--- src/rtl/cmc_pkg.sv ---
package cmc_pkg;
  localparam int REG_W = 16;
  localparam int ADR_W = 8;

  // control word bit positions that downstream logic decodes
  localparam int B_DEC  = 0;
  localparam int B_ENC  = 1;
  localparam int B_RPT  = 2;
  localparam int B_WANT = 4;

  // status word bit positions
  localparam int ST_DONE = 15;
  localparam int ST_WANT = 8;
  localparam int ST_ERR  = 0;

  localparam logic [REG_W-1:0] RSVD_MASK = 16'hC400;
  localparam logic [REG_W-1:0] TONE_MASK = 16'h3BE0;

  typedef struct packed {
    logic [REG_W-1:0] cfg;
    logic             full;
  } mode_t;

  function automatic mode_t resolve_mode(input logic [REG_W-1:0] raw, input logic fd_ok);
    mode_t m;
    logic  both;
    both   = raw[B_DEC] & raw[B_ENC];
    m.cfg  = raw & ~RSVD_MASK;
    m.full = both & fd_ok;
    if (both && !fd_ok) begin
      m.cfg[B_DEC] = 1'b0;
      m.cfg[B_ENC] = 1'b0;
    end
    if (raw[B_ENC]) m.cfg[B_RPT] = 1'b0;
    if (m.full) m.cfg = m.cfg & ~TONE_MASK;
    return m;
  endfunction
endpackage

--- src/rtl/cmc_host_port.sv ---
module cmc_host_port
  import cmc_pkg::*;
#(
  parameter logic [ADR_W-1:0] CTRL_ADDR = 8'h11,
  parameter logic [ADR_W-1:0] MIRR_ADDR = 8'h3C,
  parameter logic [ADR_W-1:0] STAT_ADDR = 8'h40
) (
  input  logic             host_wr,
  input  logic             host_rd,
  input  logic [ADR_W-1:0] host_addr,
  input  logic             busy,
  input  logic [REG_W-1:0] mirror,
  input  logic [REG_W-1:0] status,
  output logic             wr_accept,
  output logic             rd_status,
  output logic             reject,
  output logic [REG_W-1:0] host_rdata
);
  logic rd_ok;

  assign reject    = busy & (host_wr | host_rd);
  assign wr_accept = host_wr & ~busy & (host_addr == CTRL_ADDR);
  assign rd_ok     = host_rd & ~busy;
  assign rd_status = rd_ok & (host_addr == STAT_ADDR);

  always_comb begin
    host_rdata = '0;
    if (rd_ok) begin
      if (host_addr == MIRR_ADDR)      host_rdata = mirror;
      else if (host_addr == STAT_ADDR) host_rdata = status;
    end
  end
endmodule

--- src/rtl/cmc_settle_timer.sv ---
module cmc_settle_timer #(
  parameter int SETTLE_CYC = 4
) (
  input  logic clk,
  input  logic rst_n,
  input  logic start,
  output logic busy,
  output logic apply
);
  localparam int CW = (SETTLE_CYC < 2) ? 1 : $clog2(SETTLE_CYC);
  localparam logic [CW-1:0] LOAD = CW'(SETTLE_CYC - 1);

  logic [CW-1:0] cnt_q;

  assign apply = busy && (cnt_q == '0);

  always_ff @(posedge clk) begin
    if (!rst_n) begin
      busy  <= 1'b0;
      cnt_q <= '0;
    end else if (start && !busy) begin
      busy  <= 1'b1;
      cnt_q <= LOAD;
    end else if (apply) begin
      busy  <= 1'b0;
    end else if (busy) begin
      cnt_q <= cnt_q - 1'b1;
    end
  end
endmodule

--- src/rtl/cmc_mode_resolve.sv ---
module cmc_mode_resolve
  import cmc_pkg::*;
#(
  parameter bit FD_OK = 1'b0
) (
  input  logic [REG_W-1:0] raw,
  output logic [REG_W-1:0] cfg,
  output logic             full
);
  mode_t m;
  assign m    = resolve_mode(raw, FD_OK);
  assign cfg  = m.cfg;
  assign full = m.full;
endmodule

--- src/rtl/codec_mode_ctrl.sv ---
module codec_mode_ctrl
  import cmc_pkg::*;
#(
  parameter bit                FULL_DUPLEX_OK = 1'b0,
  parameter int                SETTLE_CYC     = 2_500_000,
  parameter logic [ADR_W-1:0]  CTRL_ADDR      = 8'h11,
  parameter logic [ADR_W-1:0]  MIRR_ADDR      = 8'h3C,
  parameter logic [ADR_W-1:0]  STAT_ADDR      = 8'h40
) (
  input  logic             clk,
  input  logic             rst_n,
  input  logic             host_wr,
  input  logic             host_rd,
  input  logic [ADR_W-1:0] host_addr,
  input  logic [REG_W-1:0] host_wdata,
  output logic [REG_W-1:0] host_rdata,
  input  logic             irq_enable,
  input  logic             dec_ready,
  output logic             irq_n,
  output logic             busy,
  output logic [REG_W-1:0] mode_cfg,
  output logic             full_duplex
);
  // named internal events
  logic             wr_accept;
  logic             rd_status;
  logic             reject;
  logic             apply_now;
  logic             frame_wanted;
  logic [REG_W-1:0] mirror_q;
  logic [REG_W-1:0] pend_q;
  logic [REG_W-1:0] res_cfg;
  logic             res_full;
  logic             done_q;
  logic             err_q;
  logic [REG_W-1:0] status;

  cmc_host_port #(
    .CTRL_ADDR(CTRL_ADDR), .MIRR_ADDR(MIRR_ADDR), .STAT_ADDR(STAT_ADDR)
  ) u_port (
    .host_wr(host_wr), .host_rd(host_rd), .host_addr(host_addr),
    .busy(busy), .mirror(mirror_q), .status(status),
    .wr_accept(wr_accept), .rd_status(rd_status), .reject(reject),
    .host_rdata(host_rdata)
  );

  cmc_settle_timer #(.SETTLE_CYC(SETTLE_CYC)) u_timer (
    .clk(clk), .rst_n(rst_n), .start(wr_accept), .busy(busy), .apply(apply_now)
  );

  cmc_mode_resolve #(.FD_OK(FULL_DUPLEX_OK)) u_resolve (
    .raw(pend_q), .cfg(res_cfg), .full(res_full)
  );

  always_ff @(posedge clk) begin
    if (!rst_n) begin
      mirror_q    <= '0;
      pend_q      <= '0;
      mode_cfg    <= '0;
      full_duplex <= 1'b0;
      done_q      <= 1'b0;
      err_q       <= 1'b0;
    end else begin
      if (wr_accept) begin
        mirror_q <= host_wdata;
        pend_q   <= host_wdata;
      end
      if (apply_now) begin
        mode_cfg    <= res_cfg;
        full_duplex <= res_full;
      end
      if (apply_now)      done_q <= 1'b1;
      else if (rd_status) done_q <= 1'b0;
      if (reject)         err_q <= 1'b1;
      else if (rd_status) err_q <= 1'b0;
    end
  end

  assign frame_wanted = mode_cfg[B_WANT] & mode_cfg[B_DEC] & dec_ready;

  always_comb begin
    status          = '0;
    status[ST_DONE] = done_q;
    status[ST_WANT] = frame_wanted;
    status[ST_ERR]  = err_q;
  end

  assign irq_n = ~(done_q & irq_enable);
endmodule

--- config.mk ---
export PLATFORM = sky130hd
export DESIGN_NAME = codec_mode_ctrl
export DESIGN_NICKNAME = d
export VERILOG_FILES = /design/src/rtl/cmc_pkg.sv /design/src/rtl/cmc_host_port.sv /design/src/rtl/cmc_settle_timer.sv /design/src/rtl/cmc_mode_resolve.sv /design/src/rtl/codec_mode_ctrl.sv
export SDC_FILE = /design/constraint.sdc
export NUM_CORES = 1
export LEC_CHECK = 0
export BUFFER_PORTS_ARGS = -buffer_cell sky130_fd_sc_hd__buf_4
export CAP_MARGIN = 20
export CORE_AREA = 10 10 91 77
export DETAILED_ROUTE_END_ITERATION = 7
export DIE_AREA = 0 0 101 87
export MAX_ROUTING_LAYER = met4
export PLACE_DENSITY_LB_ADDON = 0.3
export SLEW_MARGIN = 20
export SYNTH_ARGS = -nofsm -noshare
export SYNTH_HDL_FRONTEND = slang
export SYNTH_SLANG_ARGS = --single-unit
export TNS_END_PERCENT = 100
--- constraint.sdc ---
create_clock -name clk -period 2.2 [get_ports clk]
set_input_delay 0.22 -clock clk [delete_from_list [all_inputs] [get_ports clk]]
set_output_delay 0.22 -clock clk [all_outputs]
set_load 0.1 [all_outputs]
==> results.sh, run 1 <==
export IMPL_status="completed"
export IMPL_reg2reg_from="u_timer.cnt_q[10]"
export IMPL_die_h_um=87
export IMPL_worstSetupStartpointType="register"
export IMPL_ys_types=46
export IMPL_slew_viol_final=0
export IMPL_yosys_area_top_type="dfxtp_1"
export IMPL_maxCapViolations=0
export IMPL_synth_top_area_share_pct=42.8
export IMPL_routed_wl_um=6630
export IMPL_drcViolationCount=0
export IMPL_clock_skew_ps=16.0
export IMPL_fillerInstances=485
export IMPL_avgRoutedWirePerCell_um=15.1
export IMPL_timing_worst_slew_pin_value_ps=515
export IMPL_leakagePower_nw=1.28
export IMPL_track_usage_pct=15.1
export IMPL_worstHoldStart="rst_n"
export IMPL_core_mm2=0.00526
export IMPL_rows=24
export IMPL_diodes=0
export IMPL_firstDrtPassIters=4
export IMPL_crit_arrival_ps=2350
export IMPL_cts_tree="yes"
export IMPL_worstSetupPathType="reg -> reg"
export IMPL_ant_nets=0
export IMPL_cp_cell_sequence="or4_4 > buf_12 > nor4_4 > nand2b_1 > or4_1 > a21oi_1"
export IMPL_p_per_area_mw_per_mm2=554
export IMPL_syn_mean_instance_area_um2=8.18
export IMPL_synth_edf_count=0
export IMPL_maxSlewHeadroom_pct=65.6
export IMPL_die_width_um=101
export IMPL_cp_required_ps=2450
export IMPL_holdPathEnd="u_timer.cnt_q[21]"
export IMPL_yosysMostFrequentCell="nand2_1"
export IMPL_synth_area_mm2=0.00253
export IMPL_antenna_found_initial=0
export IMPL_fin_crit_ps=2110
export IMPL_ys_async_sr_fraction_pct=0
export IMPL_die_area_mm2=0.00879
export IMPL_syn_inst=309
export IMPL_h_tree_depth=2
export IMPL_grt_max_degree=29
export IMPL_max_stage_delay_ps=610
export IMPL_fmax_mhz=475
export IMPL_clockRootBuffer="clkbuf_8"
export IMPL_synth_flop_cell="dfxtp_1"
export IMPL_crit_fanout=5
export IMPL_ff2ff_path_depth=6
export IMPL_dp_hpwl_um=4820
export IMPL_cts_buffer_depth=2
export IMPL_finalPower_w=0.00178
export IMPL_ioPinCount=65
export IMPL_yosysWarnings=0
export IMPL_drtIter0Drc=109
export IMPL_hold_slack_ps=131
export IMPL_yosysSeqAreaShare_pct=42.8
export IMPL_r2r_setup_slack_ps=90
export IMPL_synth_seq_cells=54
export IMPL_grt_pass1_wl_um=10800
export IMPL_cp_num_buf_inv=1
export IMPL_final_hold_viol_count=0
export IMPL_timing_final_crit_share_pct=95.8
export IMPL_final_util_pct=61.0
export IMPL_portBuffers=60
export IMPL_slowest_stage="or4_4"
export IMPL_min_path_cells=2
export IMPL_synth_top_cells_by_count="nand2_1 (62), dfxtp_1 (54), a21oi_1 (41), nor2_1 (17), and2_1 (14)"
export IMPL_vias_per_cell=5.35
export IMPL_cp_end_kind="register"
export IMPL_critPathTopFamily="simple AND/OR/NAND/NOR gates"
export IMPL_cts_made_buffers=5
export IMPL_clock_sinks=54
export IMPL_grt_pass1_vias=2247
export IMPL_yosys_top_cells_area="dfxtp_1 (43%), nand2_1 (9.2%), a21oi_1 (8.1%), xor2_1 (4.5%), and2_1 (3.5%)"
export IMPL_hold_path_class="in -> reg"
export IMPL_insertion_delay_ps=320
export IMPL_grt_overflow=0
export IMPL_finalSetupViolations=0
export IMPL_path_clk_slew_ps=100
export IMPL_nNetsFinal=406
export IMPL_r2r_end="u_timer.cnt_q[19]"
export IMPL_ir_drop_mv=0.516
export IMPL_drive_gt1_share_pct=26.9
export IMPL_area_growth_pct=26.9
export IMPL_initial_utilization_pct=48.1
export IMPL_gp_congestion=0.835
export IMPL_vias=2353
## timing repair
| item | CTS | global route |
|---|---|---|
| setup buffers | 0 | 2 |
| gates resized for setup | 0 | 0 |
| hold buffers | 0 | 0 |
| setup endpoints to repair | 0 | 2 |
| endpoints found under the hold margin | 0 | 0 |
## placed cells by master, fill, tap and decap left out, types with 2 or more instances in the layout
| cell type | count |
|---|---|
| buf_4 | 74 |
| nand2_1 | 62 |
| dfxtp_1 | 54 |
| a21oi_1 | 40 |
| nor2_1 | 17 |
| xor2_1 | 13 |
| nor3_1 | 12 |
| and2_2 | 10 |
| nand4_1 | 7 |
| or3_1 | 6 |
| clkbuf_8 | 5 |
| and2_1 | 4 |
| nand3_1 | 4 |
| a31oi_1 | 4 |
| conb_1 | 4 |
| inv_1 | 3 |
| nor2b_1 | 3 |
| nor4_1 | 3 |
| and3_1 | 3 |
| nand3b_1 | 3 |
| o31ai_1 | 3 |
| o211ai_1 | 3 |
| and4_1 | 2 |
| nand2b_1 | 2 |
| a22oi_1 | 2 |
| o21ai_0 | 2 |
| a41oi_1 | 2 |
| or4_1 | 2 |
| o2111ai_1 | 2 |
| o21ai_1 | 2 |
| ha_1 | 2 |
## sequential cells by signal, indices dropped and copies added (netlist names)
name,cells
u_timer.busy,1
done_q,1
pend_q,16
mode_cfg,13
err_q,1
u_timer.cnt_q,22
## how the worst max path moves through the flow
| stage | startpoint | to | slack [ps] | cells after the start |
|---|---|---|---|---|
| floorplan | u_timer.busy | host_rdata[0] | -430 | 3 |
| global placement | u_timer.cnt_q[10] | mode_cfg[2] | 210 | 5 |
| detailed placement | u_timer.cnt_q[10] | u_timer.cnt_q[7] | 140 | 6 |
| CTS | u_timer.cnt_q[10] | u_timer.cnt_q[7] | 120 | 6 |
| global route | u_timer.cnt_q[10] | u_timer.cnt_q[8] | -2 | 6 |
| finish | u_timer.cnt_q[10] | u_timer.cnt_q[19] | 90 | 6 |
## layout make-up
| type | count | area [um^2] | area share [%] |
|---|---|---|---|
| sequential | 54 | 1080 | 33.7 |
| timing repair buffer | 75 | 576 | 17.9 |
| multi-input combinational | 234 | 1340 | 41.7 |
| tap | 65 | 81.3 | 2.54 |
| clock buffer | 5 | 68.8 | 2.15 |
| clock inverter | 3 | 47.5 | 1.48 |
| inverter | 4 | 15.0 | 0.468 |
## report_power, final
part / internal, W / total (W) / switching, W
logic: 0.0000429 / 0.000109 / 0.0000663
registers: 0.000978 / 0.000979 / 0.000000948
clock network: 0.000345 / 0.000690 / 0.000344
total: 0.00137 / 0.00178 / 0.000412
## per-stage QoR
| stage | area (um^2) | std cells | worst slack, ps | TNS, ps |
|---|---|---|---|---|
| 3_5_place_dp | 3060 | 430 | 138 | 0 |
| 5_1_grt | 3210 | 440 | -2.16 | -3.03 |
| 2_1_floorplan | 2550 | 312 | -429 | -959 |
| 3_3_place_gp | 3060 | 430 | 206 | 0 |
| 6_report | 3210 | 440 | 92.7 | 0 |
| 4_1_cts | 3180 | 438 | 117 | 0 |
## layer usage
metal,share of wire (%),global-route usage (%)
met4,1.1,4.68
met3,6.5,4.05
met5,0,-
met1,47,18.7
met2,45,23.5
## cells by family (layout without fill, tap and decap cells)
kind of cell	count (synthesis)	in the layout	synth area share, %
xor+xnor	14	14	4.85
buf+inv	24	87	5.35
compound gates	64	64	15.0
fa+ha+maj	2	2	0.990
other cells	1	4	0.148
simple gates	150	150	30.9
flops	54	54	42.8
(Power assumes the default switching activity.)
==> inputs of run 2 (changes only) <==
- CORE_AREA: 10 10 91 77 -> 10 10 89 76
- DIE_AREA: 0 0 101 87 -> 0 0 99 86
==> run 2 against run 1 <==
  * Final area rose by 0.19%
  * Via count about the same
  * First-iteration DRC count fell by 8.3%
  * Clock skew is 13 ps lower
  * Fmax rose by 1.2%
  * Total power grew 6.3%
  * Global-route usage grew 0.88 points
  * Sequential power is essentially flat
  * Critical path type unchanged
  * Highest routed layer unchanged
  * Largest power group unchanged
  * Wire length rose by 0.95%
  * Largest cell class unchanged
==> results.sh, run 2 (synthesized netlist as in run 1, its figures left out) <==
export IMPL_firstDrtPassIters=4
export IMPL_track_usage_pct=16.0
export IMPL_clock_skew_ps=3.04
export IMPL_holdPathEnd="pend_q[13]"
export IMPL_core_mm2=0.00492
export IMPL_top_regs="u_timer.cnt_q: 22 flops, pend_q: 16 flops, mode_cfg: 13 flops"
export IMPL_fin_crit_ps=2080
export IMPL_ir_drop_mv=0.490
export IMPL_cts_buffer_depth=2
export IMPL_initial_utilization_pct=51.4
export IMPL_final_common_cell="buf_4"
export IMPL_final_hold_viol_count=0
export IMPL_intPower_w=0.00151
export IMPL_timing_final_crit_share_pct=94.6
export IMPL_worstSetupPathType="reg -> reg"
export IMPL_grt_pass1_wl_um=11200
export IMPL_min_path_cells=3
export IMPL_worstHoldStart="host_wdata[13]"
export IMPL_fmax_mhz=480
export IMPL_clock_sinks=54
export IMPL_p_comb_share_pct=5.8
export IMPL_post_place_ws_ps=151
export IMPL_rows=23
export IMPL_dp_cells=428
export IMPL_grt_overflow=0
export IMPL_drtIter0Drc=100
export IMPL_p_per_area_mw_per_mm2=588
export IMPL_ant_nets=0
export IMPL_ioPinCount=65
export IMPL_avgRoutedWirePerCell_um=15.3
export IMPL_worstSetupStartpointType="register"
export IMPL_cp_end_kind="register"
export IMPL_drive_gt1_share_pct=26.7
export IMPL_maxCapViolations=0
export IMPL_diodes=0
export IMPL_clkPwrFrac_pct=42.5
export IMPL_final_util_pct=65.3
export IMPL_top_register="u_timer.cnt_q"
export IMPL_crit_arrival_ps=2280
export IMPL_cts_resized=0
export IMPL_tns_ps=0
export IMPL_routed_wl_um=6690
export IMPL_cp_required_ps=2400
export IMPL_final_cell_mix="buf_4 (74), nand2_1 (62), dfxtp_1 (54)"
export IMPL_postCtsSetupRepairBufs=0
export IMPL_gp_congestion=0.870
export IMPL_r2r_setup_slack_ps=120
export IMPL_area_growth_pct=27.2
export IMPL_die_h_um=86
export IMPL_finalSetupViolations=0
export IMPL_die_area_mm2=0.00851
export IMPL_nNetsFinal=405
export IMPL_layout_setup_ws_ps=119
export IMPL_path_clk_slew_ps=90
export IMPL_antenna_found_initial=0
export IMPL_status="completed"
export IMPL_rsz0062_at_grt="false"
export IMPL_die_width_um=99
export IMPL_timing_worst_slew_pin_value_ps=694
export IMPL_grt_pass1_vias=2317
export IMPL_postCtsHoldBufs=0
export IMPL_p_switching_w=0.000385
export IMPL_leakagePower_nw=1.28
export IMPL_fillerInstances=424
export IMPL_vias=2354
export IMPL_dp_hpwl_um=4910
export IMPL_cts_made_buffers=5
export IMPL_ff2ff_path_depth=6
export IMPL_maxSlewHeadroom_pct=53.5
export IMPL_final_cells=436
export IMPL_insertion_delay_ps=300
export IMPL_power_frac_seq_pct=51.8
export IMPL_reg2reg_from="u_timer.cnt_q[10]"
export IMPL_hold_path_class="in -> reg"
export IMPL_slew_viol_final=0
export IMPL_clockRootBuffer="clkbuf_8"
export IMPL_grt_max_degree=24
export IMPL_vias_per_cell=5.40
export IMPL_cts_tree="yes"
export IMPL_drcViolationCount=0
export IMPL_r2r_end="u_timer.cnt_q[1]"
export IMPL_swShare_pct=20.4
export IMPL_crit_fanout=13
export IMPL_h_tree_depth=2
export IMPL_largest_reg_flops=22
export IMPL_portBuffers=60
==> run 2: final cells by class <==
class / count / area (um^2) / share of cell area [%]
Clock buffer: 6 / 82.6 / 2.57
Tap cell: 62 / 77.6 / 2.41
Clock inverter: 2 / 60.1 / 1.87
Sequential cell: 54 / 1080 / 33.6
Inverter: 4 / 15.0 / 0.467
Timing Repair Buffer: 74 / 556 / 17.3
Multi-Input combinational cell: 234 / 1340 / 41.8
==> run 2: worst max path at each step <==
stage                            startpoint          endpoint  slack [ps]  depth (start not counted)
after floorplan                u_timer.busy     host_rdata[0]        -430                          3
after detailed placement  u_timer.cnt_q[10]       mode_cfg[0]         150                          5
after global routing      u_timer.cnt_q[10]  u_timer.cnt_q[8]         0.8                          6
after CTS                 u_timer.cnt_q[10]       mode_cfg[0]         100                          5
after global placement    u_timer.cnt_q[10]       mode_cfg[0]         180                          5
final                     u_timer.cnt_q[10]  u_timer.cnt_q[1]         120                          6
==> run 2: stage by stage <==
stage	hold WS (ps)	cell area, um^2	total power, W
CTS	149	3210	0.00190
detailed placement	446	3070	0.00111
global placement	438	3070	0.00111
finish	154	3210	0.00189
floorplan	338	2550	0.00106
global route	131	3210	0.00195
==> run 2: routing by layer <==
metal	wire length [um]	share of wire [%]	up-vias	track usage, %
met1	3160	47	1100	20.8
li1	-	-	1190	-
met2	3090	46	60	23.7
met3	385	5.8	4	4.09
met4	51	0.76	0	4.68
met5	0	0	-	-
==> run 2: power groups by stage <==
| stage | logic, W | registers, W | clock network (W) |
|---|---|---|---|
| floorplan | 0.0000611 | 0.00100 | 0 |
| global placement | 0.000107 | 0.00100 | 0 |
| detailed placement | 0.000108 | 0.00100 | 0 |
| CTS | 0.000109 | 0.000978 | 0.000811 |
| global route | 0.000117 | 0.000979 | 0.000859 |
| finish | 0.000109 | 0.000978 | 0.000803 |
==> run 2: worst max-delay path: stages (launching register included) <==
cell,delay [ps]
dfxtp_1,360
or4_4,630
nand4bb_1,240
buf_4,220
o21ai_4,240
nor2_1,70
a311oi_1,230
==> inputs of run 3 (changes only) <==
- ABC_AREA: not set -> 1
- CORE_AREA: 10 10 89 76 -> 10 10 93 79
- DIE_AREA: 0 0 99 86 -> 0 0 103 89
==> run 3 against run 2 <==
  * Synthesized cell count up 32%
  * Critical endpoint is now host_rdata[2]
  * Fmax up 6.6%
  * Critical path type is now reg -> out
  * Largest cell class unchanged
  * Wire length rose by 11%
  * Highest routed layer unchanged
==> results.sh, run 3 <==
export IMPL_synth_area_mm2=0.00287
export IMPL_yosysWarnings=0
export IMPL_postCtsHoldBufs=0
export IMPL_clockRootBuffer="clkbuf_8"
export IMPL_path_clk_slew_ps=110
export IMPL_worstSetupStartpointType="register"
export IMPL_ys_async_sr_fraction_pct=0
export IMPL_cp_end_kind="output port"
export IMPL_worstSetupPathType="reg -> out"
export IMPL_grt_overflow=0
export IMPL_yosys_top_cells_area="dfxtp_1 (38%), nand2_1 (8.9%), nor2_1 (7.1%), a21oi_1 (6.8%), inv_1 (6.0%)"
export IMPL_synth_top_area_share_pct=37.7
export IMPL_clock_sinks=54
export IMPL_r2r_setup_slack_ps=350
export IMPL_maxCapViolations=0
export IMPL_status="completed"
export IMPL_vias=2766
export IMPL_ioPinCount=65
export IMPL_cts_resized=0
export IMPL_core_mm2=0.00563
export IMPL_gp_congestion=0.867
export IMPL_yosysSeqAreaShare_pct=37.7
export IMPL_yosys_area_top_type="dfxtp_1"
export IMPL_max_stage_delay_ps=370
export IMPL_synth_flop_cell="dfxtp_1"
export IMPL_diodes=0
export IMPL_cp_endpoint="host_rdata[2]"
export IMPL_synth_seq_cells=54
export IMPL_cts_buffer_depth=2
export IMPL_cp_cell_sequence="inv_1 > nand2_1 > buf_4 > inv_1 > nand2_1 > nor2_2 > buf_4"
export IMPL_die_area_mm2=0.00917
export IMPL_drive_gt1_share_pct=23.5
export IMPL_crit_fanout=14
export IMPL_drtIter0Drc=139
export IMPL_ff2ff_path_depth=9
export IMPL_avgRoutedWirePerCell_um=14.0
export IMPL_syn_mean_instance_area_um2=7.01
export IMPL_cts_made_buffers=5
export IMPL_fin_crit_ps=1950
export IMPL_cp_required_ps=1980
export IMPL_vias_per_cell=5.21
export IMPL_p_per_area_mw_per_mm2=483
export IMPL_initial_utilization_pct=51.0
export IMPL_slew_viol_final=0
export IMPL_yosysMostFrequentCell="nand2_1"
export IMPL_h_tree_depth=2
export IMPL_portBuffers=60
export IMPL_area_growth_pct=24.2
export IMPL_grt_pass1_wl_um=12100
export IMPL_die_width_um=103
export IMPL_final_common_cell="nand2_1"
export IMPL_ys_types=36
export IMPL_ir_drop_mv=0.336
export IMPL_slowest_stage="dfxtp_4"
export IMPL_postCtsSetupRepairBufs=0
export IMPL_routed_wl_um=7410
export IMPL_synth_top_cells_by_count="nand2_1 (68), dfxtp_1 (54), nor2_1 (54), inv_1 (46), a21oi_1 (39)"
export IMPL_rsz0062_at_grt="false"
export IMPL_firstDrtPassIters=4
export IMPL_grt_pass1_vias=2591
export IMPL_finish_instance_area_mm2=0.00356
export IMPL_final_util_pct=63.3
export IMPL_grt_max_degree=48
export IMPL_finalSetupViolations=0
export IMPL_grtUsageMet3_pct=4.40
export IMPL_critPathTopFamily="buffers and inverters"
export IMPL_place_area_mm2=0.00346
export IMPL_die_h_um=89
export IMPL_worstSetupPathDepth=7
export IMPL_largest_reg_flops=22
export IMPL_drcViolationCount=0
export IMPL_fmax_mhz=512
export IMPL_finalPower_w=0.00172
export IMPL_top_usage_layer="met2"
export IMPL_clock_skew_ps=7.71
export IMPL_antenna_found_initial=0
export IMPL_timing_final_crit_share_pct=88.7
export IMPL_top_register="u_timer.cnt_q"
export IMPL_cp_num_buf_inv=4
export IMPL_final_hold_viol_count=0
export IMPL_nNetsFinal=495
export IMPL_hold_slack_ps=152
export IMPL_leakagePower_nw=1.71
export IMPL_ant_nets=0
export IMPL_use_met2_pct=27.2
export IMPL_tns_ps=0
export IMPL_track_usage_pct=16.7
export IMPL_fillerInstances=499
export IMPL_top_regs="u_timer.cnt_q: 22 flops, pend_q: 16 flops, mode_cfg: 13 flops"
export IMPL_r2r_end="u_timer.cnt_q[20]"
export IMPL_syn_inst=409
export IMPL_cts_tree="yes"
export IMPL_insertion_delay_ps=310
export IMPL_crit_arrival_ps=1730
export IMPL_reg2reg_from="u_timer.cnt_q[0]"
export IMPL_dp_hpwl_um=5470
export IMPL_rows=25
export IMPL_hold_path_class="in -> reg"
export IMPL_synth_edf_count=0
export IMPL_startpoint="u_timer.busy"
export IMPL_use_met1_pct=20.4
export IMPL_final_cell_mix="nand2_1 (68), buf_4 (65), dfxtp_1 (53)"
==> run 3: cell types whose count changed in the layout (fill, tap and decap cells not counted), sizes merged, moves of 9 or more <==
cell | before | now
and2 | 14 | 0
nand2 | 63 | 72
buf | 74 | 65
nor2 | 17 | 64
nand3 | 4 | 26
o21ai | 5 | 34
inv | 3 | 48
==> run 3: cell families (layout without fill, tap and decap cells) <==
logic type      after synthesis  in the layout  synth area share (%)
buf+inv                      68            120                  10.6
flops                        54             54                  37.7
simple gates                196            196                  33.7
other cells                   1              4                 0.131
xor+xnor                     10             10                  3.05
compound gates               78             78                  14.0
fa+ha+maj                     2              2                 0.872
==> run 3: stage by stage <==
step | cells | setup WS [ps]
2_1_floorplan | 412 | -136
3_3_place_gp | 523 | 371
3_5_place_dp | 523 | 287
4_1_cts | 531 | 224
5_1_grt | 531 | 118
6_report | 531 | 248
==> run 3: area by class of cell <==
class,instances,area [um^2],share of cell area (%)
inverter,47,176,4.95
multi-input combinational,290,1630,45.8
clock inverter,3,28.8,0.808
tap,67,83.8,2.35
clock buffer,5,68.8,1.93
sequential,54,1080,30.5
timing repair buffer,65,488,13.7
==> run 3: report_power, final <==
group	leakage (nW)	switching (W)	total (W)	internal [W]
Clock	0.0506	0.000363	0.000602	0.000239
Combinational	1.23	0.0000929	0.000142	0.0000488
Sequential	0.436	0.00000116	0.000978	0.000977
==> run 3: how the worst min path moves through the flow <==
stage / start / end / slack [ps] / cells past startpoint
3_3_place_gp: err_q / err_q / 460 / 2
2_1_floorplan: host_wdata[0] / pend_q[0] / 380 / 2
4_1_cts: host_wdata[0] / pend_q[0] / 150 / 3
6_report: host_wdata[0] / pend_q[0] / 150 / 3
5_1_grt: host_wdata[0] / pend_q[0] / 150 / 3
3_5_place_dp: err_q / err_q / 470 / 2
==> run 3: routing by layer <==
layer | share of wire [%] | up-vias
met5 | 0 | -
met4 | 0.66 | 0
met3 | 7.2 | 4
met2 | 46 | 72
met1 | 46 | 1259
li1 | - | 1431
==> run 3: worst register-to-register path: cells and delay by family (launching register included) <==
kind / cells / cell delay (ps)
AO/OA/AOI/OAI: 1 / 70
adder cells (fa/ha/maj): 1 / 200
buffers and inverters: 2 / 310
flip-flops: 1 / 350
AND/OR/NAND/NOR: 5 / 790
